==> config.mk <==
export PLATFORM = sky130hd
export DESIGN_NAME = sar_seq_top
export DESIGN_NICKNAME = d
export VERILOG_FILES = /design/src/rtl/sar_seq_pkg.sv /design/src/rtl/sar_seq_ctrl.sv /design/src/rtl/sar_seq_approx.sv /design/src/rtl/sar_seq_result.sv /design/src/rtl/sar_seq_top.sv
export SDC_FILE = /design/constraint.sdc
export NUM_CORES = 1
export LEC_CHECK = 0
export ABC_AREA = 0
export CORE_MARGIN = 2
export CORE_UTILIZATION = 35
export DETAILED_ROUTE_END_ITERATION = 8
export DONT_BUFFER_PORTS = 1
export GPL_ROUTABILITY_DRIVEN = 0
export PLACE_DENSITY_LB_ADDON = 0.25
export SKIP_LAST_GASP = 1
export SLEW_MARGIN = 20
export SYNTH_ARGS = -nofsm -noshare
export SYNTH_HDL_FRONTEND = slang
export SYNTH_SLANG_ARGS = --single-unit
==> constraint.sdc <==
create_clock -name clk -period 2.1 [get_ports clk]
set_input_delay 0.42 -clock clk [delete_from_list [all_inputs] [get_ports clk]]
set_output_delay 0.42 -clock clk [all_outputs]
set_load 0.005 [all_outputs]
==> src/rtl/sar_seq_pkg.sv <==
package sar_seq_pkg;
  typedef enum logic [1:0] {
    ST_IDLE   = 2'd0,
    ST_SAMPLE = 2'd1,
    ST_CONV   = 2'd2
  } seq_state_t;
endpackage

==> src/rtl/sar_seq_ctrl.sv <==
module sar_seq_ctrl
  import sar_seq_pkg::*;
#(
  parameter int RES_BITS    = 10,
  parameter int SAMPLE_CLKS = 8,
  localparam int CW = $clog2(SAMPLE_CLKS) + 1,
  localparam int SW = $clog2(RES_BITS) + 1
) (
  input  logic          clk,
  input  logic          rst_n,
  input  logic          enable,
  input  logic          chan_wr,
  output logic          sampling,
  output logic          converting,
  output logic          advance,
  output logic          done,
  output logic [SW-1:0] bit_pos
);
  seq_state_t    state;
  logic [CW-1:0] smp_cnt;
  logic [SW-1:0] step;
  logic          last_step;
  logic          abort;

  assign last_step  = (state == ST_CONV) && (step == SW'(RES_BITS - 1));
  assign sampling   = (state == ST_SAMPLE);
  assign converting = (state == ST_CONV);
  assign done       = enable && last_step;
  assign abort      = enable && converting && !last_step && chan_wr;
  assign advance    = enable && converting && !last_step && !chan_wr;
  assign bit_pos    = SW'(RES_BITS - 1) - step;

  always_ff @(posedge clk or negedge rst_n) begin
    if (!rst_n) begin
      state   <= ST_IDLE;
      smp_cnt <= '0;
      step    <= '0;
    end else if (!enable) begin
      state   <= ST_IDLE;
      smp_cnt <= '0;
      step    <= '0;
    end else begin
      case (state)
        ST_IDLE: begin
          state   <= ST_SAMPLE;
          smp_cnt <= '0;
        end
        ST_SAMPLE: begin
          if (chan_wr) begin
            smp_cnt <= '0;
          end else if (smp_cnt == CW'(SAMPLE_CLKS - 1)) begin
            state   <= ST_CONV;
            step    <= '0;
            smp_cnt <= '0;
          end else begin
            smp_cnt <= smp_cnt + 1'b1;
          end
        end
        ST_CONV: begin
          if (last_step || chan_wr) begin
            state   <= ST_SAMPLE;
            smp_cnt <= '0;
            step    <= '0;
          end else begin
            step <= step + 1'b1;
          end
        end
        default: state <= ST_IDLE;
      endcase
    end
  end

  // a low enable sends the sequencer to idle at the next edge
  a_r9_disable_idle: assert property (@(posedge clk) disable iff (!rst_n)
    !enable |=> (state == ST_IDLE));

  // an abort during conversion restarts the sampling count
  a_r7_abort_restart: assert property (@(posedge clk) disable iff (!rst_n)
    abort |=> (state == ST_SAMPLE && smp_cnt == '0));

  // the end of sampling leads to conversion step 0
  a_r2_sample_to_conv: assert property (@(posedge clk) disable iff (!rst_n)
    (enable && sampling && !chan_wr && smp_cnt == CW'(SAMPLE_CLKS - 1))
      |=> (converting && step == '0));
endmodule

==> src/rtl/sar_seq_approx.sv <==
module sar_seq_approx #(
  parameter int RES_BITS = 10,
  localparam int SW = $clog2(RES_BITS) + 1
) (
  input  logic                clk,
  input  logic                rst_n,
  input  logic                converting,
  input  logic                advance,
  input  logic [SW-1:0]       bit_pos,
  input  logic                cmp_ge,
  output logic [RES_BITS-1:0] trial_code,
  output logic [RES_BITS-1:0] next_code
);
  logic [RES_BITS-1:0] sar;
  logic [RES_BITS-1:0] mask;

  for (genvar i = 0; i < RES_BITS; i++) begin : g_bit
    assign mask[i]      = converting && (bit_pos == SW'(i));
    assign next_code[i] = mask[i] ? cmp_ge : sar[i];
  end

  assign trial_code = sar | mask;

  always_ff @(posedge clk or negedge rst_n) begin
    if (!rst_n)       sar <= '0;
    else if (advance) sar <= next_code;
    else              sar <= '0;
  end

  // the approximation register is clear outside conversion
  a_r2_sar_clear: assert property (@(posedge clk) disable iff (!rst_n)
    !converting |-> (sar == '0));

  // exactly one trial bit is added on top of the kept bits
  a_r3_one_trial: assert property (@(posedge clk) disable iff (!rst_n)
    converting |-> ($countones(trial_code ^ sar) == 1));

  // kept bits survive a non-aborted step
  a_r3_keep_bits: assert property (@(posedge clk) disable iff (!rst_n)
    advance |=> ((sar & $past(sar)) == $past(sar)));
endmodule

==> src/rtl/sar_seq_result.sv <==
module sar_seq_result #(
  parameter int RES_BITS = 10,
  parameter int OUT_BITS = 16,
  localparam int PAD = OUT_BITS - RES_BITS
) (
  input  logic                clk,
  input  logic                rst_n,
  input  logic                done,
  input  logic [RES_BITS-1:0] code,
  output logic [OUT_BITS-1:0] result,
  output logic                irq
);
  always_ff @(posedge clk or negedge rst_n) begin
    if (!rst_n) begin
      result <= '0;
      irq    <= 1'b0;
    end else begin
      irq <= done;
      if (done) result <= {code, {PAD{1'b0}}};
    end
  end

  // the interrupt lasts one cycle
  a_r5_irq_single: assert property (@(posedge clk) disable iff (!rst_n)
    irq |=> !irq);

  // result only moves in the cycle flagged by the interrupt
  a_r4_hold: assert property (@(posedge clk) disable iff (!rst_n)
    !irq |-> $stable(result));
endmodule

==> src/rtl/sar_seq_top.sv <==
module sar_seq_top #(
  parameter int RES_BITS    = 10,
  parameter int OUT_BITS    = 16,
  parameter int SAMPLE_CLKS = 8,
  localparam int SW = $clog2(RES_BITS) + 1
) (
  input  logic                clk,
  input  logic                rst_n,
  input  logic                enable,
  input  logic                chan_wr,
  input  logic                cmp_ge,
  output logic [RES_BITS-1:0] trial_code,
  output logic                sample_hold,
  output logic [OUT_BITS-1:0] result,
  output logic                irq
);
  logic          converting;
  logic          advance;
  logic          done;
  logic [SW-1:0] bit_pos;
  logic [RES_BITS-1:0] next_code;

  sar_seq_ctrl #(.RES_BITS(RES_BITS), .SAMPLE_CLKS(SAMPLE_CLKS)) u_ctrl (
    .clk        (clk),
    .rst_n      (rst_n),
    .enable     (enable),
    .chan_wr    (chan_wr),
    .sampling   (sample_hold),
    .converting (converting),
    .advance    (advance),
    .done       (done),
    .bit_pos    (bit_pos)
  );

  sar_seq_approx #(.RES_BITS(RES_BITS)) u_approx (
    .clk        (clk),
    .rst_n      (rst_n),
    .converting (converting),
    .advance    (advance),
    .bit_pos    (bit_pos),
    .cmp_ge     (cmp_ge),
    .trial_code (trial_code),
    .next_code  (next_code)
  );

  sar_seq_result #(.RES_BITS(RES_BITS), .OUT_BITS(OUT_BITS)) u_result (
    .clk    (clk),
    .rst_n  (rst_n),
    .done   (done),
    .code   (next_code),
    .result (result),
    .irq    (irq)
  );

  // the completion cycle is the first cycle of the next sampling phase
  a_r6_back_to_back: assert property (@(posedge clk) disable iff (!rst_n)
    irq |-> sample_hold);

  // the trial code is zero outside conversion
  a_r3_trial_idle: assert property (@(posedge clk) disable iff (!rst_n)
    !converting |-> (trial_code == '0));
endmodule

==> flow_summary_export.csv, run 1 <==
group,metric,value,unit
synthesis,synthFlopType,"dfrtp_1",
floorplan,core_region_area,5820,µm²
clocking,path_clk_slew,70,ps
clocking,clock_buffer_count_from_cts,5,
placed_design,place_ws,-46.2,ps
worst_setup_path,worst_setup_path_end_kind,"primary output",
synthesis,yosys.area.top_type_share,38.7,%
timing,layout_worst_path_cycle_share,113,%
synthesis,yosys-top-cells-area,"dfrtp_1 39%, ha_1 6.6%, a2111oi_2 5.1%, o21ai_0 4.1%, or3b_2 3.4%",
clocking,cts_sinks,32,
detailed_routing,count_of_nets_left_with_antenna_violations_after_detail_routing,0,
clocking,worst_skew_late_latency,280,ps
worst_setup_path,cpLargestDelayFamily,"simple AND/OR/NAND/NOR gates",
placed_design,dpl.hpwl,3490,µm
grt,grt_pass1_vias,1721,
detailed_routing,wire_per_inst,16.0,µm
detailed_routing,number_of_vias_in_the_routed_layout,1724,
worst_setup_path,reg2reg_setup_slack,40,ps
synthesis,synth_area_leader_cell,"dfrtp_1",
run,cap_viol_max_count,0,
clocking,clockBufferDepth,2,
outcome,failed_checks,"setup timing",
timing,layout_setup_ws,-263,ps
worst_setup_path,arrival,1940,ps
worst_setup_path,critical_path_required,1680,ps
synthesis,ys_types,49,
worst_setup_path,reg2reg_depth,9,
cells_and_area,layout.core_utilization,45.7,%
floorplan,start_util,35.6,%
floorplan,ports,33,
synthesis,synth_area,2070,µm²
grt,globalRoute.totalOverflow,0,
placed_design,buffer_ports.inserted,0,
detailed_routing,drt_pass_1_iters,4,
worst_setup_path,crit_path_start_kind,"register",
grt,globalRouteTotalUtil,16.4,%
worst_setup_path,path_buf_inv,1,
timing,period_needed,2360,ps
timing,final-max-slew-violation-count,0,
floorplan,fp.dieArea,6550,µm²
worst_setup_path,type_of_the_setup_path_with_the_least_slack,"reg2out",
floorplan,rows,28,
detailed_routing,remaining_drc_errors,0,
synthesis,synth.most_common_cell,"dfrtp_1",
worst_setup_path,critical-path-max-stage-delay,570,ps
timing,finalClockSkew,3.94,ps
cells_and_area,area.growth.synth_to_final,28.5,%
power,design_power_total,1.54,mW
synthesis,yosysSeqAreaShare,38.7,%
floorplan,floorplan.die.width,80.9,µm
timing,setup_viol,10,
worst_setup_path,cp_cell_sequence,"buf_4 -> or4b_4 -> a2111oi_4 -> or3_4",
cells_and_area,final_layout_size_suffix_gt1_share,34.7,%
worst_setup_path,critPathMaxFanout,7,
worst_setup_path,r2r_end,"u_result.result[14]$_DFFE_PN0P_",
detailed_routing,detail_route.iter0.violations,49,
synthesis,yosys_register_bits,32,
synthesis,ys_async_sr_fraction,100,%
timing,timing.setup.tns,-2080,ps
grt,initial_antenna_violation_count,0,
floorplan,die_height,80.9,µm
timing,fmaxAchievable,423,MHz
synthesis,yosysWarnings,0,
worst_setup_path,setup.worst_path.start,"u_ctrl.step[2]$_DFFE_PN0P_",
outcome,status,"finished, violations left",
hold_path,timing.hold.worst.class,"in2reg",
timing,rsz_0062_raised_after_global_routing,"true",
detailed_routing,detail_route.vias_per_cell,5.44,
synthesis,syn_area_per_cell,9.81,µm²
grt,maximum_number_of_pins_on_one_net_before_global_route_repair,33,
detailed_routing,routed_wirelength,5080,µm
timing,report.final.hold_viol_count,0,
synthesis,synthesized_instance_count,211,
clocking,ctsRootBufferMaster,"clkbuf_8",
cells_and_area,final_net_count,257,
power,p_leak,1.04,nW
cells_and_area,filler_cell_count,563,
grt,grt_pass1_wl,8290,µm
worst_setup_path,worst_path_max_delay_cell,"or4b_4",
clocking,cts_tree,"yes",
power,max-vdd-ir-drop,0.395,mV
clocking,htreeDepth,2,
cells_and_area,antenna-diode-count,0,
worst_setup_path,reg2reg_from,"u_ctrl.step[1]$_DFFE_PN0P_",
synthesis,number_of_enable_type_register_cells_in_the_synthesized_netlist,0,
worst_setup_path,critical_path_cell_count,4,
worst_setup_path,timing.critical_path.to,"trial_code[8]",
synthesis,most_instantiated_cells_after_synthesis,"32 x dfrtp_1, 17 x o21ai_0, 15 x nor2_1, 12 x nand2_1",
power,power.density,578,nW/µm²
==> power by group <==
part / internal (mW) / total [mW] / switching [mW]
clock network: 0.267 / 0.495 / 0.227
logic: 0.169 / 0.390 / 0.222
registers: 0.638 / 0.654 / 0.0159
total: 1.07 / 1.54 / 0.465
==> through the flow <==
step	hold WS [ps]	cells	instance area, µm²
2_1_floorplan	124	216	2110
3_3_place_gp	125	300	2290
3_5_place_dp	125	300	2290
4_1_cts	264	315	2580
5_1_grt	263	317	2660
6_report	273	317	2660
==> flip-flops by register name, summed over array words and instances, names as in the netlist <==
register	flops
u_approx.sar	10
u_ctrl.smp_cnt	4
u_result.result	10
u_result.irq	1
u_ctrl.state	2
u_ctrl.step	5
==> area by class of cell <==
class	instances	area, µm²	area share, %
well taps	75	93.8	3.53
multi-input cells	160	1350	50.7
flip-flops and latches	32	802	30.2
inverters	9	33.8	1.27
repair buffers	33	292	11.0
clock buffers	8	90.1	3.39
==> cell families (layout without fill, tap and decap cells) <==
family          count (synthesis)  in the layout  synth area share [%]
compound gates                 64             64                  23.7
fa+ha+maj                      11             11                  6.65
buf+inv                        24             50                  6.59
flops                          32             32                  38.7
mux                             2              2                 0.967
other cells                     1              6                 0.181
simple gates                   77             77                  23.3
==> placed cells by master (no fill, tap or decap), types with 2 or more instances in the layout <==
cell / count
a2111oi_4: 8
a21boi_2: 2
a21oi_1: 11
a22o_1: 3
a31oi_1: 9
buf_12: 3
buf_4: 28
clkbuf_1: 2
clkbuf_8: 6
conb_1: 6
dfrtp_1: 31
ha_1: 9
inv_1: 7
inv_2: 2
mux2i_1: 2
nand2_1: 10
nand2_2: 2
nand3_1: 4
nor2_1: 15
nor4_1: 4
nor4_2: 5
o21ai_0: 17
o2bb2ai_1: 4
o31ai_1: 2
or3_1: 8
or3_4: 3
or3b_1: 2
or3b_2: 8
==> routing by layer <==
| layer | global-route usage (%) | wire (µm) |
|---|---|---|
| met4 | 5.93 | 67 |
| met2 | 28.5 | 2570 |
| met3 | 4.11 | 189 |
| met1 | 19.6 | 2260 |
| met5 | 0 | 0 |
==> worst min path at each step <==
stage	endpoint	cells past startpoint	startpoint	slack [ps]
3_3_place_gp	u_approx.sar[2]$_DFF_PN0_	0	rst_n	130
6_report	u_ctrl.step[0]$_DFFE_PN0P_	1	enable	270
3_5_place_dp	u_approx.sar[2]$_DFF_PN0_	0	rst_n	130
4_1_cts	u_ctrl.step[0]$_DFFE_PN0P_	1	enable	260
5_1_grt	u_ctrl.state[1]$_DFFE_PN0P_	1	enable	260
2_1_floorplan	u_approx.sar[0]$_DFF_PN0_	0	rst_n	120
==> timing repair <==
action                                 4_1_cts  5_1_grt
pin swaps                                    8        0
hold buffers                                 2        0
resized for setup                           21        6
setup endpoints to repair                   10       14
buffers inserted                             5        2
endpoints found under the hold margin       32        0
(Power assumes the default switching activity.)
==> run 2, diff against run 1 <==
--- a/config.mk
+++ b/config.mk
@@ -7,7 +7,7 @@
 export LEC_CHECK = 0
 export ABC_AREA = 0
 export CORE_MARGIN = 2
-export CORE_UTILIZATION = 35
+export CORE_UTILIZATION = 55
 export DETAILED_ROUTE_END_ITERATION = 8
 export DONT_BUFFER_PORTS = 1
 export GPL_ROUTABILITY_DRIVEN = 0
==> flow_summary_export.csv, run 2 (synthesized netlist as in run 1, its figures left out) <==
group,metric,value,unit
grt,grt_pass1_vias,1808,
worst_setup_path,type_of_the_setup_path_with_the_least_slack,"reg2out",
hold_path,timing.hold.worst.class,"in2reg",
clocking,worst_skew_late_latency,280,ps
cells_and_area,layout_common_cells,"31 x dfrtp_1, 26 x buf_4, 17 x o21ai_0",
timing,fmaxAchievable,414,MHz
clocking,ctsRootBufferMaster,"clkbuf_8",
worst_setup_path,critPathMaxFanout,6,
placed_design,placement_cell_area,2190,µm²
power,p_sw,468,µW
floorplan,die_height,65.4,µm
power,design_power_total,1.54,mW
timing,finalClockSkew,6.49,ps
cells_and_area,antenna-diode-count,0,
clocking,clock_buffer_count_from_cts,5,
detailed_routing,routed_wirelength,5690,µm
floorplan,floorplan.die.width,65.4,µm
timing,report.final.hold_viol_count,0,
detailed_routing,count_of_nets_left_with_antenna_violations_after_detail_routing,0,
detailed_routing,wire_per_inst,19.5,µm
detailed_routing,number_of_vias_in_the_routed_layout,1867,
timing,period_needed,2410,ps
placed_design,placed_cells_incl_taps,266,
clocking,cts_sinks,32,
placed_design,dpl.hpwl,3400,µm
worst_setup_path,worst_setup_path_end_kind,"primary output",
detailed_routing,remaining_drc_errors,0,
timing,layout_setup_ws,-314,ps
grt,globalRouteTotalUtil,24.4,%
cells_and_area,final_net_count,259,
timing,rsz_0062_raised_after_global_routing,"true",
detailed_routing,detail_route.iter0.violations,174,
outcome,status,"finished, violations left",
power,part_of_the_power_in_registers,42.9,%
power,p_sw_share,30.4,%
cells_and_area,stdcell_area,2730,µm²
floorplan,core_region_area,3630,µm²
floorplan,ports,33,
outcome,failed_checks,"setup timing",
run,cap_viol_max_count,0,
cells_and_area,post_layout_nonfiller_instances,292,
worst_setup_path,crit_path_start_kind,"register",
power,clock_power_share,31.3,%
cells_and_area,area.growth.synth_to_final,32.0,%
clocking,cts_tree,"yes",
power,cellInternalPower,1.07,mW
floorplan,start_util,57.0,%
power,power.density,564,nW/µm²
timing,setup_viol,10,
worst_setup_path,arrival,1990,ps
detailed_routing,detail_route.vias_per_cell,6.39,
clocking,path_clk_slew,60,ps
detailed_routing,drt_pass_1_iters,5,
cells_and_area,reg_top3,"u_approx.sar: 10 flops, u_result.result: 10 flops, u_ctrl.step: 5 flops",
power,power.combinational.fraction,25.8,%
timing,final-max-slew-violation-count,0,
grt,grt_pass1_wl,8090,µm
timing,layout_worst_path_cycle_share,115,%
grt,globalRoute.totalOverflow,0,
floorplan,fp.dieArea,4270,µm²
grt,initial_antenna_violation_count,0,
cells_and_area,most_common_cell_after_layout_fill_and_taps_aside,"dfrtp_1",
placed_design,place_ws,-8.89,ps
worst_setup_path,critical_path_required,1680,ps
placed_design,buffer_ports.inserted,0,
clocking,clockBufferDepth,2,
cells_and_area,filler_cell_count,236,
floorplan,rows,22,
clocking,htreeDepth,2,
grt,maximum_number_of_pins_on_one_net_before_global_route_repair,33,
power,max-vdd-ir-drop,0.497,mV
power,p_leak,1.09,nW
cells_and_area,final_layout_size_suffix_gt1_share,38.5,%
run 2: layout make-up:
| type | count | area (µm²) | area share [%] |
|---|---|---|---|
| Inverter | 9 | 37.5 | 1.37 |
| Timing Repair Buffer | 35 | 313 | 11.4 |
| Tap cell | 48 | 60.1 | 2.20 |
| Clock buffer | 8 | 90.1 | 3.30 |
| Multi-Input combinational cell | 160 | 1430 | 52.3 |
| Sequential cell | 32 | 802 | 29.3 |
run 2: metal layers:
layer,vias to the layer above,wire length [µm],track usage (%)
met3,28,277,6.16
li1,849,-,-
met5,-,0,0
met2,78,2950,46.3
met1,912,2230,25.8
met4,0,233,8.59
run 2: worst paths after layout:
check | from | end | slack, ps | cells past startpoint
setup / recovery | u_ctrl.step[2]$_DFFE_PN0P_ | trial_code[5] | -310 | 6
hold / removal | enable | u_ctrl.state[1]$_DFFE_PN0P_ | 280 | 1
setup reg to reg | u_ctrl.step[2]$_DFFE_PN0P_ | u_result.result[10]$_DFFE_PN0P_ | 50 | 8
hold reg to reg | u_ctrl.smp_cnt[0]$_DFFE_PN0P_ | u_ctrl.smp_cnt[0]$_DFFE_PN0P_ | 510 | 1
max in group asynchronous | rst_n | u_ctrl.step[1]$_DFFE_PN0P_ | 1300 | 2
min in group asynchronous | rst_n | u_result.result[6]$_DFFE_PN0P_ | 590 | 2
run 2: metrics by stage:
step | utilization, % | setup TNS, ps | hold slack [ps]
final | 75.2 | -2280 | 276
after global routing | 75.2 | -3080 | 263
after CTS | 69.6 | -1720 | 271
after detailed placement | 60.3 | -9.37 | 125
after global placement | 60.3 | 0 | 125
after floorplan | - | 0 | 124
run 2: repair_timing:
item	CTS	global route
setup buffers	9	7
resized for setup	21	23
hold buffers	2	0
setup endpoints to repair	10	11
cloned	0	0
pin swaps	6	13
endpoints found under the hold margin	32	0
run 2: power groups by stage:
| stage | clock network (mW) | registers (mW) | logic, mW |
|---|---|---|---|
| 3_3_place_gp | 0 | 0.667 | 0.314 |
| 3_5_place_dp | 0 | 0.668 | 0.339 |
| 2_1_floorplan | 0 | 0.671 | 0.250 |
| 5_1_grt | 0.526 | 0.664 | 0.441 |
| 4_1_cts | 0.488 | 0.657 | 0.378 |
| 6_report | 0.482 | 0.661 | 0.398 |
run 2: critical path, stage by stage, from the launching register on:
cell and delay, ps:
dfrtp_1 380, inv_2 60, ha_4 330, clkinvlp_4 200, buf_4 190, nor4_2 380, or3_1 190
